===== config.mk =====
export PLATFORM = sky130hd
export DESIGN_NAME = xlat_cache
export DESIGN_NICKNAME = d
export VERILOG_FILES = /design/src/rtl/xc_pkg.sv /design/src/rtl/xc_match.sv /design/src/rtl/xc_rr.sv /design/src/rtl/xc_store.sv /design/src/rtl/xlat_cache.sv
export SDC_FILE = /design/constraint.sdc
export NUM_CORES = 1
export LEC_CHECK = 0
export BUFFER_PORTS_ARGS = -buffer_cell sky130_fd_sc_hd__buf_2
export CORE_MARGIN = 1.5
export CORE_UTILIZATION = 35
export CTS_CLUSTER_DIAMETER = 200
export DETAILED_ROUTE_END_ITERATION = 16
export RECOVER_POWER = 50
export SYNTH_ARGS = -nofsm -noshare
export SYNTH_HDL_FRONTEND = slang
export SYNTH_SLANG_ARGS = --single-unit

===== constraint.sdc =====
create_clock -name clk -period 3.5 [get_ports clk]
set_input_delay 0.35 -clock clk [delete_from_list [all_inputs] [get_ports clk]]
set_output_delay 0.35 -clock clk [all_outputs]
set_load 0.02 [all_outputs]

===== src/rtl/xc_pkg.sv =====
package xc_pkg;
  localparam int VA_W   = 32;
  localparam int OFF_W  = 12;
  localparam int VPN_W  = VA_W - OFF_W;
  localparam int LRG_W  = 10;
  localparam int FRM_W  = 20;
  localparam int PA_W   = FRM_W + OFF_W;
  localparam int PERM_W = 3;

  typedef struct packed {
    logic              vld;
    logic              glb;
    logic              lrg;
    logic [PERM_W-1:0] perm;
    logic [VPN_W-1:0]  vpn;
    logic [FRM_W-1:0]  frm;
  } ent_t;

  // Does a valid entry translate this linear address?
  function automatic logic page_hit(input ent_t e, input logic [VA_W-1:0] va);
    logic same;
    if (e.lrg) same = (e.vpn[VPN_W-1 -: LRG_W] == va[VA_W-1 -: LRG_W]);
    else       same = (e.vpn == va[VA_W-1:OFF_W]);
    return e.vld && same;
  endfunction

  // Physical address formed from an entry and a linear address.
  function automatic logic [PA_W-1:0] make_pa(input ent_t e, input logic [VA_W-1:0] va);
    if (e.lrg) return {e.frm[FRM_W-1 -: LRG_W], va[VA_W-LRG_W-1:0]};
    else       return {e.frm, va[OFF_W-1:0]};
  endfunction
endpackage


===== src/rtl/xc_match.sv =====
module xc_match
  import xc_pkg::*;
#(
  parameter int N = 8
) (
  input  ent_t [N-1:0]    ents,
  input  logic [VA_W-1:0] va,
  output logic [N-1:0]    hit_vec,
  output ent_t            sel
);
  for (genvar g = 0; g < N; g++) begin : g_cmp
    assign hit_vec[g] = page_hit(ents[g], va);
  end

  always_comb begin
    sel = '0;
    for (int i = 0; i < N; i++)
      if (hit_vec[i]) sel = sel | ents[i];
  end
endmodule


===== src/rtl/xc_rr.sv =====
module xc_rr #(
  parameter int N = 8,
  localparam int IDX_W = (N > 1) ? $clog2(N) : 1
) (
  input  logic             clk,
  input  logic             rst_n,
  input  logic             adv,
  output logic [IDX_W-1:0] ptr
);
  localparam logic [IDX_W-1:0] LAST = IDX_W'(N - 1);

  always_ff @(posedge clk or negedge rst_n) begin
    if (!rst_n)   ptr <= '0;
    else if (adv) ptr <= (ptr == LAST) ? '0 : ptr + 1'b1;
  end
endmodule


===== src/rtl/xc_store.sv =====
module xc_store
  import xc_pkg::*;
#(
  parameter int N = 8,
  localparam int IDX_W = (N > 1) ? $clog2(N) : 1
) (
  input  logic             clk,
  input  logic             rst_n,
  input  logic             wr_en,
  input  logic [IDX_W-1:0] wr_idx,
  input  ent_t             wr_ent,
  input  logic             root_wr,
  input  logic             ge_fall,
  input  logic             inv_valid,
  input  logic [VA_W-1:0]  inv_va,
  output ent_t [N-1:0]     ents
);
  ent_t [N-1:0] ent_n;
  logic [N-1:0] wr_here;

  for (genvar g = 0; g < N; g++) begin : g_ent
    assign wr_here[g] = wr_en && (wr_idx == IDX_W'(g));

    // Kill terms are applied to the post-write content so that an
    // invalidate in the same cycle as a fill wins.
    always_comb begin
      ent_t e;
      logic kill;
      e = ents[g];
      if (wr_here[g]) e = wr_ent;
      kill = (root_wr && !e.glb) || (ge_fall && e.glb) ||
             (inv_valid && page_hit(e, inv_va));
      if (kill) e.vld = 1'b0;
      ent_n[g] = e;
    end

    always_ff @(posedge clk or negedge rst_n) begin
      if (!rst_n) ents[g] <= '0;
      else        ents[g] <= ent_n[g];
    end

    a_r6_root_drops_local: assert property (@(posedge clk) disable iff (!rst_n)
      root_wr && !wr_here[g] && ents[g].vld && !ents[g].glb |=> !ents[g].vld);

    a_r6_root_keeps_global: assert property (@(posedge clk) disable iff (!rst_n)
      root_wr && !wr_here[g] && !ge_fall && !(inv_valid && page_hit(ents[g], inv_va))
      && ents[g].vld && ents[g].glb |=> ents[g].vld);

    a_r7_clear_drops_global: assert property (@(posedge clk) disable iff (!rst_n)
      ge_fall && !wr_here[g] && ents[g].vld && ents[g].glb |=> !ents[g].vld);

    a_r12_inv_beats_fill: assert property (@(posedge clk) disable iff (!rst_n)
      wr_here[g] && inv_valid && page_hit(wr_ent, inv_va) |=> !ents[g].vld);

    a_r12_root_beats_local_fill: assert property (@(posedge clk) disable iff (!rst_n)
      wr_here[g] && root_wr && !wr_ent.glb |=> !ents[g].vld);
  end
endmodule


===== src/rtl/xlat_cache.sv =====
module xlat_cache
  import xc_pkg::*;
#(
  parameter int ENTRIES = 8,
  localparam int IDX_W = (ENTRIES > 1) ? $clog2(ENTRIES) : 1
) (
  input  logic              clk,
  input  logic              rst_n,
  input  logic              lk_valid,
  input  logic [31:0]       lk_va,
  output logic              rsp_valid,
  output logic              rsp_hit,
  output logic [31:0]       rsp_paddr,
  output logic [2:0]        rsp_perm,
  output logic              rsp_large,
  input  logic              fill_valid,
  input  logic [19:0]       fill_vpn,
  input  logic [19:0]       fill_frame,
  input  logic [2:0]        fill_perm,
  input  logic              fill_large,
  input  logic              fill_global,
  input  logic              root_wr,
  input  logic              glob_en,
  input  logic              inv_valid,
  input  logic [31:0]       inv_va
);
  ent_t [ENTRIES-1:0] ents;
  logic               glob_en_q;
  logic               ge_fall;
  logic [ENTRIES-1:0] lk_vec, fl_vec, dup_vec;
  ent_t               lk_sel, fl_sel;
  logic               dup_any;
  logic [IDX_W-1:0]   dup_idx, rr_ptr, wr_idx;
  ent_t               wr_ent;
  logic [VA_W-1:0]    fill_va;

  // Global-enable edge tracking
  always_ff @(posedge clk or negedge rst_n) begin
    if (!rst_n) glob_en_q <= 1'b0;
    else        glob_en_q <= glob_en;
  end
  assign ge_fall = glob_en_q && !glob_en;

  // Lookup compare bank
  xc_match #(.N(ENTRIES)) u_lk_match (
    .ents(ents), .va(lk_va), .hit_vec(lk_vec), .sel(lk_sel)
  );

  // Resident-page detection for the fill
  assign fill_va = {fill_vpn, {OFF_W{1'b0}}};
  xc_match #(.N(ENTRIES)) u_fl_match (
    .ents(ents), .va(fill_va), .hit_vec(fl_vec), .sel(fl_sel)
  );

  for (genvar g = 0; g < ENTRIES; g++) begin : g_dup
    assign dup_vec[g] = fl_vec[g] && (ents[g].lrg == fill_large);
  end
  assign dup_any = |dup_vec;

  always_comb begin
    dup_idx = '0;
    for (int i = 0; i < ENTRIES; i++)
      if (dup_vec[i]) dup_idx = IDX_W'(i);
  end

  xc_rr #(.N(ENTRIES)) u_rr (
    .clk(clk), .rst_n(rst_n), .adv(fill_valid && !dup_any), .ptr(rr_ptr)
  );

  assign wr_idx = dup_any ? dup_idx : rr_ptr;

  always_comb begin
    wr_ent      = '0;
    wr_ent.vld  = 1'b1;
    wr_ent.glb  = fill_global && glob_en;
    wr_ent.lrg  = fill_large;
    wr_ent.perm = fill_perm;
    wr_ent.vpn  = fill_vpn;
    wr_ent.frm  = fill_frame;
  end

  xc_store #(.N(ENTRIES)) u_store (
    .clk(clk), .rst_n(rst_n), .wr_en(fill_valid), .wr_idx(wr_idx), .wr_ent(wr_ent),
    .root_wr(root_wr), .ge_fall(ge_fall), .inv_valid(inv_valid), .inv_va(inv_va),
    .ents(ents)
  );

  // Registered response
  always_ff @(posedge clk or negedge rst_n) begin
    if (!rst_n) begin
      rsp_valid <= 1'b0;
      rsp_hit   <= 1'b0;
      rsp_paddr <= '0;
      rsp_perm  <= '0;
      rsp_large <= 1'b0;
    end else begin
      rsp_valid <= lk_valid;
      rsp_hit   <= lk_valid && (|lk_vec);
      rsp_paddr <= make_pa(lk_sel, lk_va);
      rsp_perm  <= lk_sel.perm;
      rsp_large <= lk_sel.lrg;
    end
  end

  a_r2_hit_needs_request: assert property (@(posedge clk) disable iff (!rst_n)
    rsp_hit |-> rsp_valid);

  a_r2_response_follows_request: assert property (@(posedge clk) disable iff (!rst_n)
    lk_valid |=> rsp_valid);

  for (genvar g = 0; g < ENTRIES; g++) begin : g_chk
    a_r8_global_needs_enable: assert property (@(posedge clk) disable iff (!rst_n)
      ents[g].vld && ents[g].glb |-> glob_en_q);
  end
endmodule


======== After elaboration in Yosys (flattened, before gate mapping) ========
Cells that the tools add are included.
cells by class
  add/subtract/negate cells ............... 1
  equal/unequal tests ..................... 64
  bitwise gates (word level) .............. 7
  reduce and logical (&&, ||, !) cells .... 97
  multiplexer cells ....................... 58
operators by type and width
  operator                                                          number
  20-bit == test                                                    24
  46-bit two-way mux                                                8
  44-bit two-way mux                                                8
  44-bit OR                                                         7
  10-bit == test                                                    24
  1-bit logical AND                                                 68
  1-bit two-way mux                                                 33
  22-bit two-way mux                                                1
  3-bit two-way mux                                                 7
  1-bit logical OR                                                  16
  8-bit OR reduction                                                2
  3-bit == test (second input constant)                             5
  1-bit zero test                                                   10
  1-bit == test                                                     8
  3-bit by 2-bit == test with 1-bit output (second input constant)  2
  3-bit by 1-bit adder with 3-bit output (second input constant)    1
  3-bit by 1-bit == test with 1-bit output (second input constant)  1
  3-bit zero test                                                   1
  2-bit two-way mux                                                 1
word-level totals
  logic and storage cells ................. 282
  register bits after elaboration ......... 410
  input port bits ......................... 116

======== Depth between registers and ports, before layout ========
  word-level depth ........................ 21
  gate-level depth with buffers ........... 17
  mapped depth without buffers ............ 11

======== By module ========
Synthesis repeated with hierarchy kept, for this count alone.
unflattened totals
  cell total of the unflattened synthesis .. 3093
  area total of the unflattened synthesis .. 28086.9 um^2
by module, submodules not included
  module      cells an instance  instances  area an instance (um^2)
  xc_store    1530               1          16782.3
  xc_match    727                2          4873.4
  xlat_cache  98                 1          1415.1
  xc_rr       11                 1          142.6

======== Worst setup path after synthesis ========
Ideal clock, no wire load.
  kind .................................... input -> register
  from .................................... in fill_vpn[6]
  to ...................................... reg, netlist name u_store.ents[183]
  path slack .............................. 0.023 ns
  arrival ................................. 3.358 ns
  stages .................................. 15
  library setup time ...................... 0.119 ns
  cell sequence ........................... buf_4 -> xor2_1 -> nor4_1 -> a41oi_2 -> o22ai_2 -> or3b_1 -> buf_4 -> or3_1 -> buf_4 -> nand3_4 -> buf_6 -> mux2i_1 -> o221ai_1 -> o41a_1 -> o21ba_1
RTL lines
  item         RTL line          text
  from (decl)  xlat_cache.sv:17  input logic [19:0] fill_vpn,

==> impl_metrics.ini <==
[worst_setup_path]
crit_path_end_kind = flop
cpPeakStageDelay_ns = 0.45
crit_fanout = 6
path_class = reg2reg
cp-start-kind = flop
crit_path_frequent_cell = buf_4
critPathRequiredTime_ns = 3.97
worstPathArrival_ns = 4.17
crit_chain = xor2_1, nor4_2, a41oi_2, buf_4, nor4_4, buf_4, or3b_4, buf_6, nor3_4, buf_6, o21ai_4, buf_12, and3_1, o2111ai_2, o41ai_4, buf_4, a31oi_1
slowest_stage = o41ai_4

[routing]
routedWlPerCell_um = 25.5
dr.pass1.iters = 6
wl_um = 103000
postRouteAntennaNets = 0
viasPerCell = 5.62
drc = 0
vias = 22600
drt_iter0_markers = 2129

[die]
die_area_sq_um = 70600
start_util_pct = 35.3
rows = 96
core_sq_um = 68500
ios = 154
die-height_um = 266
die_w_um = 266

[logic_synthesis]
synth_xor_area_share_pct = 15.3
synth_top_area_share_pct = 42.5
synth_area_sq_um = 24200
ys_warn_count = 0
synth-compound-area-share_pct = 11.0
syn_nets = 2670
synth-seq-cells = 410
yosys.area_share.simple_pct = 18.8
synth_adder_area_share_pct = 0.104
synth_top_area_cell = dfrtp_1
synth-edff-count = 0
yosysUniqueCellTypes = 96
async_reset_ff_share_pct = 100
yosys_most_used_dff = dfrtp_1
syn_inst = 2552
synthMuxAreaShare_pct = 8.25
synth_area_leaders = dfrtp_1 (42%), xnor2_1 (10%), nand2_1 (9.3%), mux2_2 (7.5%), xor2_1 (4.9%)
synth_top_family_by_area = simple AND/OR/NAND/NOR gates
syn_avg_cell_area_sq_um = 9.47
ys_seq_area_share_pct = 42.5

[sta]
hold_violations = 0
tightest_slew_ns = 1.67
min_period_over_period_pct = 106
rsz0062_at_grt = true
fmax_mhz = 270
drv_slew = 66
setup_tns_ns = -0.823
setup_slack_ns = -0.200
clock_skew_ns = 0.0197
setup_viol = 7
fin_crit_ns = 3.70
slew_headroom_pct = -11.3

[final_layout]
nets = 3220
drive_gt1_share_pct = 32.3
layout_common_cells = nand2_1 (593), buf_4 (457), dfrtp_1 (410), xnor2_1 (282), mux2_2 (145)
syn_to_final_growth_pct = 32.7
layout_commonest_cell = nand2_1
fin_util_pct = 46.8

[grt]
track_usage_pct = 28.7
grt.overflow.total = 0
grt_pass1_wl_um = 151000
antenna_found_initial = 6
grt_max_degree = 106
grt_pass1_vias = 23100

[placed_design]
gp_congestion = 1.04
port_buffers = 141
dp_hpwl_um = 73600

[clocking]
cts_buffer_depth = 3
tritoncts = done
cts_root_buffer = clkbuf_16
clkTransAtPathRegs_ns = 0.06
htree_levels = 2
cts_sinks = 410
cts_buffers = 48
clkLatencyLatePin_ns = 0.61

[pwr]
switching_share_pct = 38.0
intPower_w = 0.0156
peakVddDrop_mv = 0.375
seqPwrFrac_pct = 32.4
power_frac_clock_pct = 20.6
power.leakage_nw = 14.5
combPwrFrac_pct = 47.0
p_switching_w = 0.00957
cellPowerDensity_nw_per_um2 = 785

[job]
max_cap_violations = 1

[outcome]
violations = max-capacitance violations, max-slew violations, negative setup slack
outcome = finished, violations left

[min_path]
hold_class = in2reg
-- worst paths after layout --
path	startpoint	endpoint	slack (ns)	cells after the start
max	u_store.ents[163]	u_store.ents[321]	-0.20	17
min in group asynchronous	rst_n	u_store.ents[237]	0.72	2
min	fill_frame[9]	u_store.ents[239]	0.03	3
max reg2reg	u_store.ents[163]	u_store.ents[321]	-0.20	17
max in group asynchronous	rst_n	rsp_paddr[29]	0.44	3
min reg2reg	u_store.ents[148]	u_store.ents[148]	0.47	2
-- power groups by stage --
stage	registers (W)	logic, W	clock network (W)
after detailed placement	0.00821	0.0108	0
after CTS	0.00815	0.0114	0.00529
after floorplan	0.00836	0.00575	0
after global routing	0.00840	0.0126	0.00548
after global placement	0.00811	0.0107	0
final	0.00816	0.0118	0.00519
-- cell usage after synthesis, types with 6 or more instances --
master / instances
nand2_1: 596
dfrtp_1: 410
xnor2_1: 287
mux2_2: 160
xor2_1: 134
clkbuf_1: 92
nand4_1: 86
o21ai_0: 56
nand3_1: 54
nor4_1: 53
nor2_1: 48
inv_1: 45
a22oi_1: 43
buf_2: 41
nor3_1: 37
a221oi_1: 35
a22o_1: 32
a21oi_1: 23
buf_1: 19
mux2i_1: 18
nand2b_1: 18
nor2b_1: 17
buf_4: 15
o2111ai_1: 13
a211oi_1: 12
or3_1: 11
o22ai_1: 9
or2_2: 9
a31oi_1: 8
o221ai_1: 8
a41oi_1: 7
o211ai_1: 7
and2_1: 6
and3_1: 6
buf_6: 6
o21a_1: 6
or4_1: 6
-- critical path: cells and delay by family, from the launching register on --
kind / cells / cell delay [ns]
AOI/OAI and AO/OA: 5 / 1.14
xor gates and xnor gates: 1 / 0.16
buffers and inverters: 6 / 0.94
DFF: 1 / 0.40
and+or+nand+nor: 5 / 0.92
-- logic make-up (layout without fill, tap and decap cells) --
group	count (synthesis)	after routing
AND/OR/NAND/NOR	978	978
XOR/XNOR	422	422
flip-flops	410	410
AO/OA/AOI/OAI	339	339
buffers and inverters	222	805
multiplexers	179	179
adder cells (fa/ha/maj)	2	2
other	0	1
-- final cells by class --
cell class                      count  area, sq um
Inverter                           49          184
Sequential cell                   410        10300
Multi-Input combinational cell   1920        13700
Tap cell                          882         1100
Antenna cell                        1         2.50
Timing Repair Buffer              673         5230
Clock buffer                       64         1310
Fill cell                        6496        36400
Clock inverter                     19          274
-- metrics by stage --
step	total power, W	instance area [sq um]	cells	setup WS, ns	hold WS, ns
6_report	0.0252	32100	4018	-0.200	0.0345
5_1_grt	0.0265	32100	4018	-0.307	0.0227
4_1_cts	0.0248	31700	4001	-0.106	0.00244
3_5_place_dp	0.0191	29100	3873	-1.35	0.354
3_3_place_gp	0.0188	29100	3873	-1.32	0.348
2_1_floorplan	0.0141	24200	2552	0.0234	0.0544
-- registers in the layout (all words and copies together) (netlist names) --
register,cells
u_store.ents,368
rsp_paddr,32
rsp_perm,3
u_rr.ptr,3
glob_en_q,1
rsp_hit,1
rsp_large,1
rsp_valid,1
-- metal layers --
layer	up-vias	track usage, %	share of wire (%)
li1	9970	-	-
met1	11200	37.2	41
met2	1055	46.5	46
met3	304	4.31	7.1
met4	8	14.8	5.6
met5	-	0	0.048
-- what timing repair did --
| action | 4_1_cts | 5_1_grt |
|---|---|---|
| hold buffers | 16 | 0 |
| hold endpoints to repair | 76 | 0 |
| setup endpoints to repair | 286 | 155 |
| cloned | 1 | 0 |
| gates resized for setup | 98 | 55 |
| pin swaps | 55 | 43 |
| buffers inserted | 31 | 18 |
Note: power is estimated with default switching activity, not from simulation.
